### src/rtl/rst_seq_pkg.sv
package rst_seq_pkg;

  typedef enum logic [2:0] {
    CAUSE_POR       = 3'd0,
    CAUSE_PIN_RUN   = 3'd1,
    CAUSE_PIN_SLEEP = 3'd2,
    CAUSE_WDT_RUN   = 3'd3,
    CAUSE_WDT_WAKE  = 3'd4,
    CAUSE_BROWNOUT  = 3'd5
  } cause_e;

  typedef enum logic [1:0] {
    PH_IDLE  = 2'd0,
    PH_HOLD  = 2'd1,
    PH_PWRUP = 2'd2,
    PH_OSCST = 2'd3
  } phase_e;

  localparam int NUM_TIMERS = 2;
  localparam int TMR_PWRUP  = 0;
  localparam int TMR_OSCST  = 1;

endpackage

### src/rtl/rst_pin_filter.sv
module rst_pin_filter #(
  parameter int SYNC_STAGES = 2,
  parameter int FILT_LEN    = 4
) (
  input  logic clk,
  input  logic rst,
  input  logic pin_n_i,
  input  logic tick_i,
  output logic req_o
);

  localparam int CW = (FILT_LEN > 1) ? $clog2(FILT_LEN) : 1;
  localparam logic [CW-1:0] LAST = CW'(FILT_LEN - 1);

  logic [SYNC_STAGES-1:0] sync_q;
  logic [CW-1:0]          cnt_q;
  logic                   req_q;
  logic                   pin_low;

  always_ff @(posedge clk) begin
    if (rst) sync_q <= '1;
    else     sync_q <= {sync_q[SYNC_STAGES-2:0], pin_n_i};
  end

  assign pin_low = ~sync_q[SYNC_STAGES-1];

  always_ff @(posedge clk) begin
    if (rst) begin
      cnt_q <= '0;
      req_q <= 1'b0;
    end else if (!pin_low) begin
      cnt_q <= '0;
      req_q <= 1'b0;
    end else if (tick_i && !req_q) begin
      if (cnt_q == LAST) req_q <= 1'b1;
      else               cnt_q <= cnt_q + 1'b1;
    end
  end

  assign req_o = req_q;

endmodule

### src/rtl/rst_delay_timer.sv
module rst_delay_timer #(
  parameter int CNT_W = 10
) (
  input  logic clk,
  input  logic rst,
  input  logic run_i,
  input  logic tick_i,
  output logic done_o
);

  localparam logic [CNT_W-1:0] TERM = {CNT_W{1'b1}};

  logic [CNT_W-1:0] cnt_q;

  always_ff @(posedge clk) begin
    if (rst || !run_i)  cnt_q <= '0;
    else if (tick_i)    cnt_q <= cnt_q + 1'b1;
  end

  assign done_o = run_i && tick_i && (cnt_q == TERM);

endmodule

### src/rtl/rst_cause_tracker.sv
module rst_cause_tracker
  import rst_seq_pkg::*;
(
  input  logic       clk,
  input  logic       rst,
  input  logic       por_i,
  input  logic       pin_req_i,
  input  logic       wdt_i,
  input  logic       bor_req_i,
  input  logic       sleep_i,
  output logic       rst_evt_o,
  output logic       full_seq_o,
  output logic       wake_o,
  output logic       to_o,
  output logic       pd_o,
  output logic       bor_flag_o,
  output logic [2:0] cause_o
);

  logic   pin_prev_q, wdt_prev_q, bor_prev_q;
  logic   pin_evt, wdt_evt, bor_evt;
  logic   to_q, pd_q, flag_q, wake_q;
  cause_e cause_q;

  assign pin_evt = pin_req_i & ~pin_prev_q;
  assign wdt_evt = wdt_i     & ~wdt_prev_q;
  assign bor_evt = bor_req_i & ~bor_prev_q;

  assign full_seq_o = por_i | bor_evt;
  assign rst_evt_o  = por_i | bor_evt | pin_evt | (wdt_evt & ~sleep_i);

  always_ff @(posedge clk) begin
    if (rst) begin
      pin_prev_q <= 1'b0;
      wdt_prev_q <= 1'b0;
      bor_prev_q <= 1'b0;
    end else begin
      pin_prev_q <= pin_req_i;
      wdt_prev_q <= wdt_i;
      bor_prev_q <= bor_req_i;
    end
  end

  always_ff @(posedge clk) begin
    if (rst) begin
      to_q    <= 1'b1;
      pd_q    <= 1'b1;
      flag_q  <= 1'b0;
      wake_q  <= 1'b0;
      cause_q <= CAUSE_POR;
    end else begin
      wake_q <= 1'b0;
      if (por_i) begin
        to_q    <= 1'b1;
        pd_q    <= 1'b1;
        flag_q  <= 1'b0;
        cause_q <= CAUSE_POR;
      end else if (bor_evt) begin
        to_q    <= 1'b1;
        pd_q    <= 1'b1;
        flag_q  <= 1'b1;
        cause_q <= CAUSE_BROWNOUT;
      end else if (pin_evt) begin
        if (sleep_i) begin
          to_q    <= 1'b1;
          pd_q    <= 1'b0;
          cause_q <= CAUSE_PIN_SLEEP;
        end else begin
          cause_q <= CAUSE_PIN_RUN;
        end
      end else if (wdt_evt) begin
        to_q <= 1'b0;
        if (sleep_i) begin
          pd_q    <= 1'b0;
          wake_q  <= 1'b1;
          cause_q <= CAUSE_WDT_WAKE;
        end else begin
          pd_q    <= 1'b1;
          cause_q <= CAUSE_WDT_RUN;
        end
      end
    end
  end

  assign wake_o     = wake_q;
  assign to_o       = to_q;
  assign pd_o       = pd_q;
  assign bor_flag_o = flag_q;
  assign cause_o    = cause_q;

endmodule

### src/rtl/rst_seq_ctrl.sv
module rst_seq_ctrl
  import rst_seq_pkg::*;
(
  input  logic clk,
  input  logic rst,
  input  logic rst_evt_i,
  input  logic full_i,
  input  logic hold_i,
  input  logic pwrt_en_i,
  input  logic ost_en_i,
  input  logic pwrt_done_i,
  input  logic ost_done_i,
  output logic chip_rst_o,
  output logic pwrt_run_o,
  output logic ost_run_o
);

  phase_e phase_q, phase_d;
  logic   full_q;

  always_comb begin
    phase_d = phase_q;
    if (rst_evt_i) begin
      phase_d = PH_HOLD;
    end else if (phase_q != PH_IDLE && hold_i) begin
      phase_d = PH_HOLD;
    end else begin
      unique case (phase_q)
        PH_HOLD: begin
          if (full_q && pwrt_en_i) phase_d = PH_PWRUP;
          else if (ost_en_i)       phase_d = PH_OSCST;
          else                     phase_d = PH_IDLE;
        end
        PH_PWRUP: begin
          if (pwrt_done_i) phase_d = ost_en_i ? PH_OSCST : PH_IDLE;
        end
        PH_OSCST: begin
          if (ost_done_i) phase_d = PH_IDLE;
        end
        default: phase_d = PH_IDLE;
      endcase
    end
  end

  always_ff @(posedge clk) begin
    if (rst) begin
      phase_q <= PH_HOLD;
      full_q  <= 1'b1;
    end else begin
      phase_q <= phase_d;
      if (rst_evt_i) full_q <= full_i;
    end
  end

  assign chip_rst_o = (phase_q != PH_IDLE);
  assign pwrt_run_o = (phase_q == PH_PWRUP);
  assign ost_run_o  = (phase_q == PH_OSCST);

endmodule

### src/rtl/rst_seq_top.sv
module rst_seq_top
  import rst_seq_pkg::*;
#(
  parameter int TMR_W       = 10,
  parameter int FILT_LEN    = 4,
  parameter int SYNC_STAGES = 2
) (
  input  logic       clk,
  input  logic       rst,
  input  logic       por_i,
  input  logic       pin_rst_n_i,
  input  logic       wdt_to_i,
  input  logic       bor_i,
  input  logic       bor_en_i,
  input  logic       sleep_i,
  input  logic       pwrt_en_i,
  input  logic       ost_en_i,
  input  logic       rc_tick_i,
  input  logic       osc_tick_i,
  output logic       chip_rst_o,
  output logic       wake_o,
  output logic       to_o,
  output logic       pd_o,
  output logic       bor_flag_o,
  output logic [2:0] cause_o
);

  logic pin_req, bor_req, hold_lvl;
  logic rst_evt, full_seq;
  logic pwrt_run, ost_run;
  logic [NUM_TIMERS-1:0] tmr_run, tmr_tick, tmr_done;

  rst_pin_filter #(
    .SYNC_STAGES(SYNC_STAGES),
    .FILT_LEN   (FILT_LEN)
  ) u_filter (
    .clk    (clk),
    .rst    (rst),
    .pin_n_i(pin_rst_n_i),
    .tick_i (rc_tick_i),
    .req_o  (pin_req)
  );

  assign bor_req  = bor_i & bor_en_i;
  assign hold_lvl = por_i | pin_req | bor_req;

  rst_cause_tracker u_cause (
    .clk       (clk),
    .rst       (rst),
    .por_i     (por_i),
    .pin_req_i (pin_req),
    .wdt_i     (wdt_to_i),
    .bor_req_i (bor_req),
    .sleep_i   (sleep_i),
    .rst_evt_o (rst_evt),
    .full_seq_o(full_seq),
    .wake_o    (wake_o),
    .to_o      (to_o),
    .pd_o      (pd_o),
    .bor_flag_o(bor_flag_o),
    .cause_o   (cause_o)
  );

  rst_seq_ctrl u_ctrl (
    .clk        (clk),
    .rst        (rst),
    .rst_evt_i  (rst_evt),
    .full_i     (full_seq),
    .hold_i     (hold_lvl),
    .pwrt_en_i  (pwrt_en_i),
    .ost_en_i   (ost_en_i),
    .pwrt_done_i(tmr_done[TMR_PWRUP]),
    .ost_done_i (tmr_done[TMR_OSCST]),
    .chip_rst_o (chip_rst_o),
    .pwrt_run_o (pwrt_run),
    .ost_run_o  (ost_run)
  );

  assign tmr_run[TMR_PWRUP]  = pwrt_run;
  assign tmr_run[TMR_OSCST]  = ost_run;
  assign tmr_tick[TMR_PWRUP] = rc_tick_i;
  assign tmr_tick[TMR_OSCST] = osc_tick_i;

  for (genvar g = 0; g < NUM_TIMERS; g++) begin : g_tmr
    rst_delay_timer #(.CNT_W(TMR_W)) u_tmr (
      .clk   (clk),
      .rst   (rst),
      .run_i (tmr_run[g]),
      .tick_i(tmr_tick[g]),
      .done_o(tmr_done[g])
    );
  end

endmodule

### config.mk
export PLATFORM = sky130hd
export DESIGN_NAME = rst_seq_top
export DESIGN_NICKNAME = d
export VERILOG_FILES = /design/src/rtl/rst_seq_pkg.sv /design/src/rtl/rst_pin_filter.sv /design/src/rtl/rst_delay_timer.sv /design/src/rtl/rst_cause_tracker.sv /design/src/rtl/rst_seq_ctrl.sv /design/src/rtl/rst_seq_top.sv
export SDC_FILE = /design/constraint.sdc
export NUM_CORES = 1
export LEC_CHECK = 0
export ABC_AREA = 1
export BUFFER_PORTS_ARGS = -buffer_cell sky130_fd_sc_hd__buf_2
export CORE_MARGIN = 1
export CORE_UTILIZATION = 56
export CTS_CLUSTER_SIZE = 30
export DETAILED_ROUTE_END_ITERATION = 12
export PLACE_DENSITY = 0.77
export REMOVE_ABC_BUFFERS = 1
export SYNTH_ARGS = -nofsm -noshare
export SYNTH_HDL_FRONTEND = slang
export SYNTH_SLANG_ARGS = --single-unit
### constraint.sdc
create_clock -name clk -period 1.65 [get_ports clk]
set_clock_uncertainty 0.2 [all_clocks]
set_input_delay 0 -clock clk [delete_from_list [all_inputs] [get_ports clk]]
set_output_delay 0 -clock clk [all_outputs]
set_load 0.1 [all_outputs]
==> results of run 1 <==
==> stage by stage <==
step / setup slack (ns) / hold WS (ns)
global placement: 0.135 / -0.0135
CTS: 0.0253 / 0.226
floorplan: 0.123 / -0.129
detailed placement: 0.0726 / 0.00268
finish: 0.115 / 0.250
global route: -0.00420 / 0.254
==> routing by layer <==
metal / vias up / GRT usage / part of all wire
met5: - / 0 / 0
met4: 0 / 0.101 / 0.022
met3: 11 / 0.104 / 0.053
met2: 32 / 0.380 / 0.47
met1: 686 / 0.252 / 0.46
li1: 815 / - / -
==> worst paths after layout <==
| kind | start | cells past startpoint | slack [ns] | end |
|---|---|---|---|---|
| min | rc_tick_i | 3 | 0.25 | g_tmr[0].u_tmr.cnt_q[0] |
| max | rst | 4 | 0.11 | u_filter.sync_q[0] |
| min reg2reg | u_filter.cnt_q[0] | 1 | 0.27 | u_filter.cnt_q[0] |
| max reg2reg | u_filter.req_o | 8 | 0.12 | u_cause.cause_o[2] |
==> Yosys cell counts, drive strengths merged <==
| cell | instances | area [um^2] |
|---|---|---|
| nand3b | 1 | 7.51 |
| and3 | 1 | 7.51 |
| a21oi | 20 | 100 |
| buf | 1 | 7.51 |
| o21ai | 17 | 85.1 |
| a211oi | 1 | 7.51 |
| o21a | 2 | 15.0 |
| o21bai | 1 | 7.51 |
| ha | 9 | 113 |
| nor2 | 32 | 140 |
| nor3 | 4 | 20.0 |
| nand4 | 1 | 6.26 |
| and2 | 1 | 6.26 |
| inv | 36 | 135 |
| nand2 | 49 | 191 |
| nand3 | 14 | 70.1 |
| or2 | 3 | 18.8 |
| dfxtp | 38 | 761 |
| xor2 | 1 | 8.76 |
==> registers in the layout, summed over array words and instances (netlist names), 2 cells and up <==
name	flops
g_tmr.u_tmr.cnt_q	20
u_cause.cause_o	3
u_ctrl.phase_q	2
u_filter.cnt_q	2
u_filter.sync_q	2
==> kinds of logic after synthesis <==
group | Yosys count | synth area share
xor+xnor | 1 | 0.00513
compound gates | 41 | 0.126
fa+ha+maj | 9 | 0.0659
buf+inv | 37 | 0.0835
flops | 38 | 0.445
simple gates | 106 | 0.274
==> power groups by stage <==
stage | clock network [uW] | logic [uW] | registers [uW]
6_report | 654 | 192 | 939
5_1_grt | 713 | 207 | 941
4_1_cts | 663 | 179 | 939
3_5_place_dp | 0 | 152 | 960
3_3_place_gp | 0 | 150 | 959
2_1_floorplan | 0 | 62.5 | 1010
==> cell type report <==
| class | count | area, um^2 | share of cell area |
|---|---|---|---|
| Timing Repair Buffer | 34 | 245 | 0.117 |
| Sequential cell | 38 | 766 | 0.364 |
| Tap cell | 31 | 38.8 | 0.0185 |
| Clock buffer | 6 | 51.3 | 0.0244 |
| Multi-Input combinational cell | 157 | 836 | 0.398 |
| Inverter | 36 | 135 | 0.0643 |
| Clock inverter | 1 | 30.0 | 0.0143 |
==> worst max-delay path: stages <==
cell	delay, ns
dlygate4sd3_1	0.54
buf_2	0.17
or2_2	0.30
dlygate4sd3_1	0.58
==> timing repair <==
action | CTS | global route
pin swaps | 0 | 2
buffers inserted | 0 | 1
setup endpoints to repair | 1 | 6
endpoints found under the hold margin | 34 | 0
gates resized for setup | 1 | 10
hold buffers | 15 | 0
==> flow_metrics.py, run 1 <==
metrics = {
    "status": {
        "status": "complete, but fails checks",
        "violations": "DRC",
    },
    "floorplan": {
        "rows": 19,
        "start_util": 0.604,
        "die_h_um": 57.2,
        "die-area_um2": 3270,
        "core_um2": 2830,
        "ios": 20,
        "die_w_um": 57.2,
    },
    "cells_and_area": {
        "area_delta_synth_final_pct": 23.1,
        "final_cell_mix": "46 x nand2_1, 35 x inv_1, 34 x dfxtp_1",
        "utilization": 0.743,
        "diodes": 0,
        "fin_cells": 303,
        "nFillCells": 230,
        "fin_area_um2": 2100,
        "final_common_cell": "nand2_1",
        "drive_gt1_frac": 0.173,
        "final_nets": 293,
    },
    "clock_network": {
        "clk_path_buf_depth": 2,
        "clkTransAtPathRegs_ns": 0.11,
        "cts-root-buf": "clkbuf_4",
        "clock-sinks": 38,
        "cts_buffers": 5,
        "cts_htree_levels": 2,
        "clk-insertion-delay-late_ns": 0.35,
        "cts_tree": "done",
    },
    "pwr": {
        "swShare": 0.243,
        "power.density_nw_per_um2": 849,
        "p_leak_uw": 0.000944,
        "p_sw_uw": 434,
        "power_frac_seq": 0.526,
        "pwr-share-clk": 0.366,
        "power.internal_uw": 1350,
        "max-vdd-ir-drop_v": 0.000701,
        "finalPower_uw": 1790,
        "pwr-share-comb": 0.107,
    },
    "place": {
        "dpl.cell_count": 281,
        "hpwl_um": 2120,
        "dpl_cell_area_um2": 1830,
        "io_buffers": 19,
        "gp_congestion": 0.763,
    },
    "logic_synthesis": {
        "syn_avg_cell_area_um2": 7.36,
        "netlist_instances": 232,
        "synth_seq_area_share": 0.445,
        "synth_area_um2": 1710,
        "ys_seq_elements": 38,
        "synth_cell_types": 23,
        "ys_warn_count": 0,
    },
    "route": {
        "vias": 1544,
        "antenna_left": 0,
        "post_drt_wl_per_cell_um": 11.2,
        "drc": 2,
        "dr.first_iter.drc_count": 47,
        "firstDrtPassIters": 8,
        "finalWirelength_um": 3390,
        "via_per_inst": 5.10,
    },
    "sta": {
        "slew_headroom": 0.678,
        "fmax_ghz": 0.651,
        "fin_crit_ns": 1.54,
        "period_share": 0.930,
        "worst_pin_slew_ns": 0.486,
        "drv_slew": 0,
        "hold_violations": 0,
        "tns_ns": 0,
        "setup_viol": 0,
    },
    "job": {
        "cap_violations": 0,
    },
    "critical_path": {
        "crit_path_max_fanout": 8,
        "crit_required_ns": 1.70,
        "arrival_ns": 1.58,
        "end_kind": "register",
        "cp-start-kind": "input port",
        "crit_type": "in2reg",
    },
    "global_route": {
        "grt_pass1_vias": 1409,
        "grt_util_all_layers": 0.229,
        "grt_antenna_before_repair": 0,
        "grt_max_degree": 12,
        "overflow": 0,
        "grt_pass1_wl_um": 5640,
    },
    "min_path": {
        "hold_path_class": "in2reg",
    },
}
Power figures use the tool's default switching activity.
==> inputs of run 2 (changes only) <==
--- a/config.mk
+++ b/config.mk
@@ -7,6 +7,7 @@
 export LEC_CHECK = 0
 export ABC_AREA = 1
 export BUFFER_PORTS_ARGS = -buffer_cell sky130_fd_sc_hd__buf_2
+export CORE_ASPECT_RATIO = 0.8
 export CORE_MARGIN = 1
 export CORE_UTILIZATION = 56
 export CTS_CLUSTER_SIZE = 30
==> run 2 against run 1 <==
  * The run now ends clean
  * Non-clock buffer count is 1 lower
  * Maximum frequency decreased by 3.6%
  * Clock-buffer cell count grew 1
  * Worst hold slack got worse by 0.043 ns
  * Wire length is 9.2% lower
  * Critical path depth unchanged
  * Flip-flop and latch count unchanged
  * Power down 5.0%
  * Largest power group unchanged
==> flow_metrics.py, run 2 (synthesis gave the netlist of run 1 again) <==
metrics = {
    "status": {
        "status": "finished clean",
    },
    "route": {
        "drc": 0,
        "vias": 1467,
        "finalWirelength_um": 3080,
        "dr.first_iter.drc_count": 70,
        "via_per_inst": 4.75,
        "firstDrtPassIters": 4,
        "antenna_left": 0,
        "post_drt_wl_per_cell_um": 9.95,
    },
    "min_path": {
        "holdPathStages": 1,
        "holdCritStartpoint": "u_filter.sync_q[0]",
        "whs_endpoint": "u_filter.sync_q[1]",
        "hold_path_class": "reg2reg",
    },
    "cells_and_area": {
        "final_nets": 292,
        "largest_register_ff_count": 20,
        "final_common_cell": "nand2_1",
        "top_register": "g_tmr.u_tmr.cnt_q",
        "diodes": 0,
        "drive_gt1_frac": 0.148,
        "area_delta_synth_final_pct": 21.5,
        "final_cell_mix": "46 x nand2_1, 36 x inv_1, 35 x dfxtp_1",
    },
    "global_route": {
        "overflow": 0,
        "grt_pass1_wl_um": 5330,
        "grt_pass1_vias": 1328,
        "grt_antenna_before_repair": 0,
        "grt_max_degree": 11,
        "grt_util_all_layers": 0.217,
    },
    "sta": {
        "final.setup.worst_slack_ns": 0.0583,
        "fmax_ghz": 0.628,
        "slew_headroom": 0.674,
        "worst_pin_slew_ns": 0.492,
        "rsz0062_at_grt": "false",
        "hold_violations": 0,
        "drv_slew": 0,
        "fin_crit_ns": 1.59,
        "setup_viol": 0,
        "tns_ns": 0,
        "period_share": 0.965,
    },
    "critical_path": {
        "crit_path_max_fanout": 8,
        "end_kind": "register",
        "crit_required_ns": 1.62,
        "cp-start-kind": "input port",
        "r2r_cells": 8,
        "r2r_end": "u_ctrl.phase_q[1]",
        "r2r-start": "u_ctrl.phase_q[1]",
        "arrival_ns": 1.56,
        "rrSetupSlack_ns": 0.08,
        "crit_type": "in2reg",
    },
    "floorplan": {
        "core_um2": 2830,
        "start_util": 0.604,
        "die-area_um2": 3280,
        "die_h_um": 51.4,
        "die_w_um": 63.7,
        "rows": 17,
        "ios": 20,
    },
    "pwr": {
        "power.density_nw_per_um2": 817,
        "max-vdd-ir-drop_v": 0.000580,
        "p_leak_uw": 0.000934,
    },
    "clock_network": {
        "clk-insertion-delay-late_ns": 0.28,
        "postCtsSetupRepairBufs": 0,
        "clk_path_buf_depth": 2,
        "clock-sinks": 38,
        "cts-root-buf": "clkbuf_8",
        "cts_htree_levels": 2,
        "clkTransAtPathRegs_ns": 0.06,
        "cts_buffers": 5,
        "cts_tree": "done",
    },
    "place": {
        "dpl_worst_slack_ns": 0.0792,
        "hpwl_um": 2070,
        "io_buffers": 19,
        "gp_congestion": 0.818,
    },
    "job": {
        "cap_violations": 0,
    },
}
-- run 2: changes by cell type in the layout (fill, tap and decap cells not counted), moves of 2 or more --
cell	delta
clkbuf_8	+4
clkbuf_1	+2
buf_4	-2
clkbuf_4	-4
-- run 2: power by group --
group | leakage [uW] | switching, uW | internal (uW) | total (uW)
Sequential | 0.000309 | 6.55 | 932 | 939
Combinational | 0.000587 | 119 | 63.7 | 183
Clock | 0.0000383 | 284 | 290 | 574
-- run 2: what timing repair did --
item / CTS / global route
endpoints found under the hold margin: 30 / 0
endpoints found under the setup margin: 0 / 4
resized for setup: 0 / 6
hold buffers: 14 / 0
-- run 2: how the worst max path moves through the flow --
| stage | to | from | slack [ns] | cells past startpoint |
|---|---|---|---|---|
| after floorplan | u_cause.cause_o[0] | u_cause.cause_o[0] | 0.12 | 2 |
| after global placement | u_ctrl.phase_q[1] | u_ctrl.phase_q[0] | 0.14 | 8 |
| after detailed placement | u_ctrl.phase_q[1] | u_ctrl.phase_q[0] | 0.08 | 8 |
| after CTS | chip_rst_o | u_ctrl.phase_q[1] | 0.001 | 4 |
| after global routing | u_ctrl.phase_q[0] | g_tmr[1].u_tmr.cnt_q[1] | 0.003 | 8 |
| final | u_filter.sync_q[0] | rst | 0.06 | 4 |
-- run 2: critical path: stages --
cell           delay, ns
dlygate4sd3_1       0.54
buf_2               0.17
or2_2               0.29
dlygate4sd3_1       0.55
-- run 2: metrics by stage --
step | std cells | total power [uW] | area, um^2 | utilization | hold slack [ns]
CTS | 309 | 1710 | 2060 | 0.728 | 0.208
global route | 309 | 1760 | 2080 | 0.734 | 0.242
detailed placement | 288 | 1110 | 1840 | 0.651 | -0.00520
finish | 309 | 1700 | 2080 | 0.734 | 0.207
global placement | 288 | 1110 | 1840 | 0.651 | -0.0167
floorplan | 231 | 1070 | 1700 | - | -0.129
-- run 2: metal layers --
metal	up-vias	share of wire	wire, um	track usage
met4	0	0.019	57	0.114
met3	6	0.031	95	0.0647
met2	24	0.44	1350	0.340
li1	812	-	-	-
met5	-	0	0	0
met1	625	0.51	1570	0.268
-- run 2: area by class of cell --
cell class,count,area [um^2]
Timing Repair Buffer,33,238
Clock buffer,7,76.3
Inverter,36,135
Sequential cell,38,764
Multi-Input combinational cell,157,815
Tap cell,38,47.5
Fill cell,219,753
==> inputs of run 3 (changes only) <==
--- a/config.mk
+++ b/config.mk
@@ -13,6 +13,7 @@
 export CTS_CLUSTER_SIZE = 30
 export DETAILED_ROUTE_END_ITERATION = 12
 export PLACE_DENSITY = 0.77
+export RECOVER_POWER = 100
 export REMOVE_ABC_BUFFERS = 1
 export SYNTH_ARGS = -nofsm -noshare
 export SYNTH_HDL_FRONTEND = slang
==> run 3 against run 2 <==
  * Wire length decreased by 0.23%
  * Cell count unchanged
  * Critical path depth is the same
  * Sequential power about the same
  * First-iteration DRC count shrank 5.7%
  * Clock power about the same
  * Via count is 0.48% higher
  * Critical endpoint unchanged
==> flow_metrics.py, run 3 (synthesis gave the netlist of run 1 again) <==
metrics = {
    "critical_path": {
        "slowest_delay_ns": 0.55,
        "crit_path_max_fanout": 8,
        "cp_top_family": "buffers and inverters",
        "end_kind": "register",
        "worst-path-buf-inv": 3,
        "crit_slowest_cell": "dlygate4sd3_1",
        "crit_type": "in2reg",
        "crit_path_cell_trace": "dlygate4sd3_1 > buf_2 > or2_2 > dlygate4sd3_1",
        "cp-start-kind": "input port",
        "arrival_ns": 1.56,
        "crit_top_cell": "dlygate4sd3_1",
        "crit_required_ns": 1.62,
    },
    "route": {
        "wl_met3_um": 106,
        "finalWirelength_um": 3070,
        "dr.first_iter.drc_count": 66,
        "vias": 1474,
        "wl_met2_um": 1370,
        "wl_met1_um": 1530,
        "antenna_left": 0,
        "post_drt_wl_per_cell_um": 9.93,
        "firstDrtPassIters": 4,
        "top_layer_used": "met4",
        "via_per_inst": 4.77,
        "drc": 0,
    },
    "clock_network": {
        "clk_path_buf_depth": 2,
        "cts-root-buf": "clkbuf_8",
        "clock-sinks": 38,
        "cts_htree_levels": 2,
        "postCtsSetupRepairBufs": 0,
        "clk-insertion-delay-late_ns": 0.28,
        "cts_tree": "done",
        "cts_buffers": 5,
        "clkTransAtPathRegs_ns": 0.06,
    },
    "sta": {
        "fin_crit_ns": 1.59,
        "drv_slew": 0,
        "hold_violations": 0,
        "fmax_ghz": 0.629,
        "slew_headroom": 0.637,
        "final.setup.worst_slack_ns": 0.0607,
        "tns_ns": 0,
        "setup_viol": 0,
        "worst_pin_slew_ns": 0.547,
        "rsz0062_at_grt": "false",
        "period_share": 0.963,
    },
    "floorplan": {
        "core_um2": 2830,
        "die_h_um": 51.4,
        "ios": 20,
        "die-area_um2": 3280,
        "rows": 17,
        "start_util": 0.604,
        "die_w_um": 63.7,
    },
    "global_route": {
        "overflow": 0,
        "grt_pass1_wl_um": 5330,
        "grt_util_all_layers": 0.217,
        "grt_max_degree": 11,
        "grt_antenna_before_repair": 0,
        "grt_pass1_vias": 1328,
    },
    "pwr": {
        "max-vdd-ir-drop_v": 0.000575,
        "p_leak_uw": 0.000933,
        "power.density_nw_per_um2": 817,
    },
    "cells_and_area": {
        "utilization": 0.733,
        "top_register": "g_tmr.u_tmr.cnt_q",
        "diodes": 0,
        "final_nets": 292,
        "area_delta_synth_final_pct": 21.4,
        "final_common_cell": "nand2_1",
        "largest_register_ff_count": 20,
        "final_cell_mix": "46 x nand2_1, 36 x inv_1, 35 x dfxtp_1",
        "drive_gt1_frac": 0.144,
        "fin_cells": 309,
    },
    "job": {
        "cap_violations": 0,
    },
    "place": {
        "dpl_worst_slack_ns": 0.0792,
        "gp_congestion": 0.818,
        "io_buffers": 19,
        "dpl.cell_count": 288,
        "hpwl_um": 2070,
    },
    "status": {
        "status": "finished clean",
    },
    "min_path": {
        "hold_path_class": "reg2reg",
    },
}
run 3: power by group:
| part | internal (uW) | switching (uW) | leakage, uW |
|---|---|---|---|
| Sequential | 932 | 6.82 | 0.000309 |
| Clock | 290 | 281 | 0.0000383 |
| Combinational | 63.5 | 119 | 0.000586 |
run 3: metrics by stage:
step | hold WS [ns] | power [uW] | cell area (um^2)
finish | 0.207 | 1690 | 2070
global route | 0.242 | 1760 | 2070
CTS | 0.208 | 1710 | 2060
detailed placement | -0.00520 | 1110 | 1840
global placement | -0.0167 | 1110 | 1840
floorplan | -0.129 | 1070 | 1700
run 3: per-layer routing:
| metal | vias to the layer above | GRT usage |
|---|---|---|
| met4 | 0 | 0.114 |
| li1 | 811 | - |
| met2 | 24 | 0.340 |
| met3 | 6 | 0.0647 |
| met1 | 633 | 0.268 |
| met5 | - | 0 |
run 3: path summary, 6_finish.rpt:
check	endpoint	cells after the start	start	slack, ns
max	u_filter.sync_q[0]	4	rst	0.06
min	u_filter.sync_q[1]	1	u_filter.sync_q[0]	0.21
max reg2reg	u_ctrl.phase_q[1]	8	u_ctrl.phase_q[1]	0.08
min reg2reg	u_filter.sync_q[1]	1	u_filter.sync_q[0]	0.21
run 3: final cells by class:
type / count / area, um^2
multi-input cells: 157 / 812
clock buffers: 7 / 76.3
inverters: 36 / 135
fillers: 220 / 756
well taps: 38 / 47.5
flip-flops and latches: 38 / 764
repair buffers: 33 / 238
run 3: repair_timing:
item	in CTS	in global routing
endpoints found under the hold margin	30	0
resized for setup	0	6
setup endpoints to repair	0	4
hold buffers	14	0
